==> src/rtl/cache_pkg.sv <==
`timescale 1ns/1ps
package cache_pkg;
  typedef enum logic [1:0] {ST_IDLE, ST_FILL, ST_WRITE, ST_RESP} ctrlState_t;

  // strobes from control into datapath
  typedef struct packed {
    logic accept;   // request taken this cycle, lookup result is used
    logic fill;     // block read acknowledged, install line
    logic wrPhase;  // byte-write transfer in progress
  } dpStrobe_t;
endpackage

==> src/rtl/wt_cache_dp.sv <==
`timescale 1ns/1ps
module wt_cache_dp
  import cache_pkg::*;
#(
  parameter int ADDR_W   = 5,
  parameter int OFFSET_W = 1,
  parameter int DATA_W   = 8,
  parameter int CNT_W    = 16
) (
  input  logic                                 clk,
  input  logic                                 rstN,
  input  dpStrobe_t                            strobe,
  input  logic                                 cpuWe,
  input  logic [ADDR_W-1:0]                    cpuAddr,
  input  logic [DATA_W-1:0]                    cpuWdata,
  input  logic [DATA_W*(1<<OFFSET_W)-1:0]      memRdata,
  output logic                                 hit,
  output logic [DATA_W-1:0]                    cpuRdata,
  output logic [ADDR_W-1:0]                    memAddr,
  output logic [DATA_W-1:0]                    memWdata,
  output logic [CNT_W-1:0]                     hitCount,
  output logic [CNT_W-1:0]                     missCount
);
  localparam int TAG_W  = ADDR_W - OFFSET_W;
  localparam int LINE_W = DATA_W * (1 << OFFSET_W);
  localparam int LINES  = 2;  // one LRU bit covers exactly two lines

  logic [LINES-1:0]  validQ;
  logic [TAG_W-1:0]  tagQ  [LINES];
  logic [LINE_W-1:0] lineQ [LINES];
  logic              lruQ;     // index of least recently used line
  logic              victimQ;
  logic [ADDR_W-1:0] addrQ;
  logic              weQ;
  logic [DATA_W-1:0] wdataQ;
  logic [DATA_W-1:0] rdataQ;

  logic [LINES-1:0]  wayHit;
  logic              hitWay;
  logic              victim;
  logic [TAG_W-1:0]  reqTag;

  assign reqTag = cpuAddr[ADDR_W-1:OFFSET_W];

  for (genvar w = 0; w < LINES; w++) begin : g_cmp
    assign wayHit[w] = validQ[w] && (tagQ[w] == reqTag);
  end

  assign hit    = |wayHit;
  assign hitWay = wayHit[1];
  assign victim = !validQ[0] ? 1'b0 : (!validQ[1] ? 1'b1 : lruQ);

  function automatic logic [LINE_W-1:0] mergeByte(
      input logic [LINE_W-1:0] line, input logic [OFFSET_W-1:0] off,
      input logic [DATA_W-1:0] b);
    logic [LINE_W-1:0] r;
    r = line;
    r[off*DATA_W +: DATA_W] = b;
    return r;
  endfunction

  function automatic logic [DATA_W-1:0] pickByte(
      input logic [LINE_W-1:0] line, input logic [OFFSET_W-1:0] off);
    return line[off*DATA_W +: DATA_W];
  endfunction

  always_ff @(posedge clk) begin
    if (!rstN) begin
      validQ    <= '0;
      lruQ      <= 1'b0;
      victimQ   <= 1'b0;
      addrQ     <= '0;
      weQ       <= 1'b0;
      wdataQ    <= '0;
      rdataQ    <= '0;
      hitCount  <= '0;
      missCount <= '0;
      for (int i = 0; i < LINES; i++) begin
        tagQ[i]  <= '0;
        lineQ[i] <= '0;
      end
    end else begin
      if (strobe.accept) begin
        addrQ  <= cpuAddr;
        weQ    <= cpuWe;
        wdataQ <= cpuWdata;
        if (hit) begin
          hitCount <= hitCount + 1'b1;
          lruQ     <= ~hitWay;
          if (cpuWe)
            lineQ[hitWay] <= mergeByte(lineQ[hitWay], cpuAddr[OFFSET_W-1:0], cpuWdata);
          else
            rdataQ <= pickByte(lineQ[hitWay], cpuAddr[OFFSET_W-1:0]);
        end else begin
          missCount <= missCount + 1'b1;
          victimQ   <= victim;
        end
      end
      if (strobe.fill) begin
        validQ[victimQ] <= 1'b1;
        tagQ[victimQ]   <= addrQ[ADDR_W-1:OFFSET_W];
        lineQ[victimQ]  <= weQ ? mergeByte(memRdata, addrQ[OFFSET_W-1:0], wdataQ) : memRdata;
        lruQ            <= ~victimQ;
        rdataQ          <= pickByte(memRdata, addrQ[OFFSET_W-1:0]);
      end
    end
  end

  assign cpuRdata = rdataQ;
  assign memWdata = wdataQ;
  assign memAddr  = strobe.wrPhase ? addrQ
                                   : {addrQ[ADDR_W-1:OFFSET_W], {OFFSET_W{1'b0}}};
endmodule

==> src/rtl/wt_cache_ctrl.sv <==
`timescale 1ns/1ps
module wt_cache_ctrl
  import cache_pkg::*;
(
  input  logic       clk,
  input  logic       rstN,
  input  logic       cpuReq,
  input  logic       cpuWe,
  input  logic       hit,
  input  logic       memAck,
  output dpStrobe_t  strobe,
  output logic       cpuReady,
  output logic       memReq,
  output logic       memWe
);
  ctrlState_t stateQ, stateD;
  logic       storeQ;

  always_ff @(posedge clk) begin
    if (!rstN) begin
      stateQ <= ST_IDLE;
      storeQ <= 1'b0;
    end else begin
      stateQ <= stateD;
      if (strobe.accept) storeQ <= cpuWe;
    end
  end

  always_comb begin
    stateD   = stateQ;
    strobe   = '0;
    cpuReady = 1'b0;
    memReq   = 1'b0;
    memWe    = 1'b0;
    unique case (stateQ)
      ST_IDLE: begin
        if (cpuReq) begin
          strobe.accept = 1'b1;
          if (!hit)       stateD = ST_FILL;
          else if (cpuWe) stateD = ST_WRITE;
          else            stateD = ST_RESP;
        end
      end
      ST_FILL: begin
        memReq = 1'b1;
        if (memAck) begin
          strobe.fill = 1'b1;
          stateD      = storeQ ? ST_WRITE : ST_RESP;
        end
      end
      ST_WRITE: begin
        memReq         = 1'b1;
        memWe          = 1'b1;
        strobe.wrPhase = 1'b1;
        if (memAck) stateD = ST_RESP;
      end
      ST_RESP: begin
        cpuReady = 1'b1;
        stateD   = ST_IDLE;
      end
      default: stateD = ST_IDLE;
    endcase
  end
endmodule

==> src/rtl/wt_cache.sv <==
`timescale 1ns/1ps
module wt_cache
  import cache_pkg::*;
#(
  parameter int ADDR_W   = 5,
  parameter int OFFSET_W = 1,
  parameter int DATA_W   = 8,
  parameter int CNT_W    = 16
) (
  input  logic                            clk,
  input  logic                            rstN,
  input  logic                            cpuReq,
  input  logic                            cpuWe,
  input  logic [ADDR_W-1:0]               cpuAddr,
  input  logic [DATA_W-1:0]               cpuWdata,
  output logic                            cpuReady,
  output logic [DATA_W-1:0]               cpuRdata,
  output logic                            memReq,
  output logic                            memWe,
  output logic [ADDR_W-1:0]               memAddr,
  output logic [DATA_W-1:0]               memWdata,
  input  logic                            memAck,
  input  logic [DATA_W*(1<<OFFSET_W)-1:0] memRdata,
  output logic [CNT_W-1:0]                hitCount,
  output logic [CNT_W-1:0]                missCount
);
  dpStrobe_t strobe;
  logic      hit;

  wt_cache_ctrl ctrl_i (
    .clk(clk), .rstN(rstN), .cpuReq(cpuReq), .cpuWe(cpuWe), .hit(hit),
    .memAck(memAck), .strobe(strobe), .cpuReady(cpuReady),
    .memReq(memReq), .memWe(memWe)
  );

  wt_cache_dp #(.ADDR_W(ADDR_W), .OFFSET_W(OFFSET_W), .DATA_W(DATA_W), .CNT_W(CNT_W)) dp_i (
    .clk(clk), .rstN(rstN), .strobe(strobe), .cpuWe(cpuWe), .cpuAddr(cpuAddr),
    .cpuWdata(cpuWdata), .memRdata(memRdata), .hit(hit), .cpuRdata(cpuRdata),
    .memAddr(memAddr), .memWdata(memWdata), .hitCount(hitCount), .missCount(missCount)
  );
endmodule

==> config.mk <==
export PLATFORM = sky130hd
export DESIGN_NAME = wt_cache
export DESIGN_NICKNAME = d
export VERILOG_FILES = /design/src/rtl/cache_pkg.sv /design/src/rtl/wt_cache_dp.sv /design/src/rtl/wt_cache_ctrl.sv /design/src/rtl/wt_cache.sv
export SDC_FILE = /design/constraint.sdc
export NUM_CORES = 1
export LEC_CHECK = 0
export ABC_AREA = 1
export BUFFER_PORTS_ARGS = -buffer_cell sky130_fd_sc_hd__buf_2
export CAP_MARGIN = 10
export CORE_AREA = 2 2 110 122
export DETAILED_ROUTE_END_ITERATION = 10
export DIE_AREA = 0 0 112 124
export PLACE_DENSITY = 0.64
export SYNTH_ARGS = -nofsm -noshare
export SYNTH_HDL_FRONTEND = slang
export SYNTH_SLANG_ARGS = --single-unit
==> constraint.sdc <==
create_clock -name clk -period 2.6 [get_ports clk]
set_input_delay 0.52 -clock clk [delete_from_list [all_inputs] [get_ports clk]]
set_output_delay 0.52 -clock clk [all_outputs]
set_load 0.02 [all_outputs]
==> flow_metrics.tcl <==
set metrics [dict create \
    status "completed" \
    fin_ws_ps 343 \
    synth_mux_area_share_pct 0 \
    vias 5131 \
    ir_worst_vdd_mv 0.455 \
    syn_area_um2 5460 \
    cts_sinks 100 \
    grt_pass1_vias 4643 \
    tightest_slew_ps 702 \
    fin_crit_sh_pct 86.8 \
    r2r-start "ctrl_i.stateQ[1]" \
    cp.arrival_ps 2350 \
    portBuffers 89 \
    slowest_stage "o21ai_0" \
    worstSetupPathType "reg2reg" \
    clk_latency_ps 360 \
    power_leakage_nw 2.77 \
    worstPathCellList "inv_1 > ha_1 > nand2_1 > nor2_1 > inv_1 > buf_4 > o21ai_0 > o21ai_0 > nor2_1" \
    ctsResizeCount 0 \
    syn_area_per_cell_um2 7.39 \
    place.gp.congestion 0.879 \
    preCtsSetupSlack_ps 181 \
    rsz0062_at_grt "no" \
    hpwl_mm 10.4 \
    clk_pin_slew_ps 70 \
    synth_top_family_by_area "simple AND/OR/NAND/NOR gates" \
    fmax_mhz 443 \
    min_from "cpuWdata[4]" \
    antenna_found_initial 0 \
    hold_end "dp_i.memWdata[4]" \
    ff2ff_setup_slack_ps 340 \
    area_delta_synth_final_pct 15.9 \
    slowest_delay_ps 430 \
    synth_area_leader_cell "dfxtp_1" \
    boundaryPins 90 \
    regArea_um2 2400 \
    start_kind "flip-flop" \
    synth-simple-area-share_pct 26.2 \
    grt_max_degree 39 \
    core-area_um2 12600 \
    yosysSeqAreaShare_pct 44.0 \
    cap_violations 0 \
    period_minus_slack_ps 2260 \
    hold_path_depth 3 \
    finalPower_mw 4.47 \
    cts_tree "done" \
    yosysTopAreaCellShare_pct 22.0 \
    synth_fa_ha_area_share_pct 1.60 \
    whs_ps 459 \
    synth-compound-area-share_pct 16.2 \
    synth_xor_xnor_area_share_pct 2.08 \
    postCtsSetupRepairBufs 0 \
    synth_edf_count 40 \
    r2r-end "dp_i.lineQ[1][11]" \
    overflow 0 \
    tns_ps 0 \
    async_flop_share_pct 0 \
    die_h_um 124 \
    drc_errors 0 \
    start_util_pct 43.4 \
    root_buffer "clkbuf_16" \
    rows 43 \
    grt_usage_pct 20.8 \
    viasPerCell 5.23 \
    hold_violations 0 \
    grt_pass1_wl_mm 22.7 \
    yosys-top-cells-area "dfxtp_1 22%, edfxtp_1 22%, nand2_1 9.7%, o21ai_0 6.5%, a21oi_1 6.4%" \
    wl_per_cell_um 14.7 \
    synthFlopType "dfxtp_1" \
    die-area_um2 13900 \
    synth_warnings 0 \
    layout-drive-gt1-share_pct 17.0 \
    crit_start "ctrl_i.stateQ[1]" \
    cp-end-kind "flip-flop" \
    diodes 0 \
    synth_nets 780 \
    synth_cell_types 36 \
    slew_headroom_pct 53.1 \
    ant_nets 0 \
    clockBufferDepth 2 \
    fin_skew_ps 6.41 \
    die_w_um 112 \
    cts_buffers 9 \
    ctsHoldBuffers 0 \
    first_pass_iters 4 \
    multi_input_area_um2 2510 \
    critPathMaxFanout 11 \
    fillerInstances 1293 \
    finalNetCount 860 \
    drv_slew 0 \
    setup-violations-final 0 \
    worstHoldPathType "in2reg" \
    synth_cells 739 \
    required_ps 2700 \
    drt-initial-drc-count 322 \
    p_per_area_nw_per_um2 707 \
    htree_levels 3 \
    routed_wirelength_mm 14.4 \
    reg2reg_depth 9 \
    synth_seq_cells 100 \
]
==> logic make-up (layout without fill, tap and decap cells) <==
logic type                 Yosys count  count (layout)
DFF                                100             100
AOI/OAI and AO/OA                  167             167
buffers and inverters              128             213
xor gates and xnor gates            13              13
and+or+nand+nor                    324             324
adders and majority gates            7               7
==> report_power, final <==
group	internal [mW]	leakage, nW	total (mW)	switching [mW]
registers	1.81	0.902	1.92	0.117
logic	0.388	1.72	1.25	0.858
clock network	0.665	0.138	1.30	0.639
==> layer usage <==
layer / global-route usage [%] / wire length (um) / vias to the layer above
met5: 0 / 0 / -
met4: 8.31 / 252 / 0
met3: 3.41 / 952 / 17
met2: 34.1 / 6660 / 176
met1: 27.7 / 6510 / 2347
li1: - / - / 2591
==> critical path: cells and delay by family (launching register included) <==
kind,cells,cell delay (ps)
compound gates,2,530
simple gates,3,250
buf+inv,3,600
flops,1,390
fa+ha+maj,1,220
==> per-stage QoR <==
step                util [%]  instances  instance area (um2)
floorplan                  -        739                 5460
detailed placement      48.0        965                 6050
global placement        48.0        965                 6050
finish                  50.3        981                 6330
CTS                     50.3        981                 6330
global route            50.3        981                 6330
==> worst max path at each step <==
stage                                    to  slack, ps  cells past startpoint
after floorplan            dp_i.lineQ[1][0]        300                     10
after global placement    dp_i.lineQ[0][14]        240                     11
after detailed placement   dp_i.lineQ[1][6]        180                     11
after CTS                 dp_i.lineQ[0][12]        380                     11
after global routing      dp_i.lineQ[0][12]        140                     11
final                     dp_i.lineQ[1][11]        340                      9
==> state kept, by name (all words and copies together), names as in the netlist <==
signal and flops:
ctrl_i.stateQ 2, dp_i.addrQ 5, dp_i.cpuRdata 8, dp_i.hitCount 16, dp_i.lineQ 32, dp_i.lruQ 1, dp_i.memWdata 8, dp_i.missCount 16
dp_i.tagQ 8, dp_i.validQ 2, dp_i.victimQ 1, dp_i.weQ 1
==> cells in the mapped netlist (6+ instances only) <==
library cell and number:
a21oi_1 70, inv_1 88, nand4_1 10, nand2_2 6, o21ai_0 71, nand3_1 49
dfxtp_1 60, edfxtp_1 40, o21ai_1 8, o211ai_1 9, nor3_1 14, xnor2_1 8
clkbuf_1 18, nand2_1 141, nor2_1 90, ha_1 7, buf_4 6
==> placed cells by master, fill, tap and decap left out, types with 3 or more instances in the layout <==
master / n
nor2_2: 4
inv_1: 88
dfxtp_1: 60
xor2_1: 5
nand2_1: 141
nand4_1: 10
and3_1: 3
edfxtp_1: 40
clkbuf_16: 9
inv_2: 4
xnor2_1: 8
nand2_2: 6
a31oi_1: 5
o21ai_1: 8
buf_2: 89
o211ai_1: 9
buf_4: 13
nor2_1: 90
nand3_1: 49
nor3_1: 14
ha_1: 7
o21ai_0: 71
a21oi_1: 70
==> final cells by class <==
cell class / count / share of cell area (%)
Multi-Input combinational cell: 511 / 39.7
Sequential cell: 100 / 38.0
Timing Repair Buffer: 104 / 9.21
Inverter: 93 / 5.51
Clock buffer: 9 / 3.56
Tap cell: 157 / 3.10
Clock inverter: 7 / 0.929
Note: power is estimated with default switching activity, not from simulation.
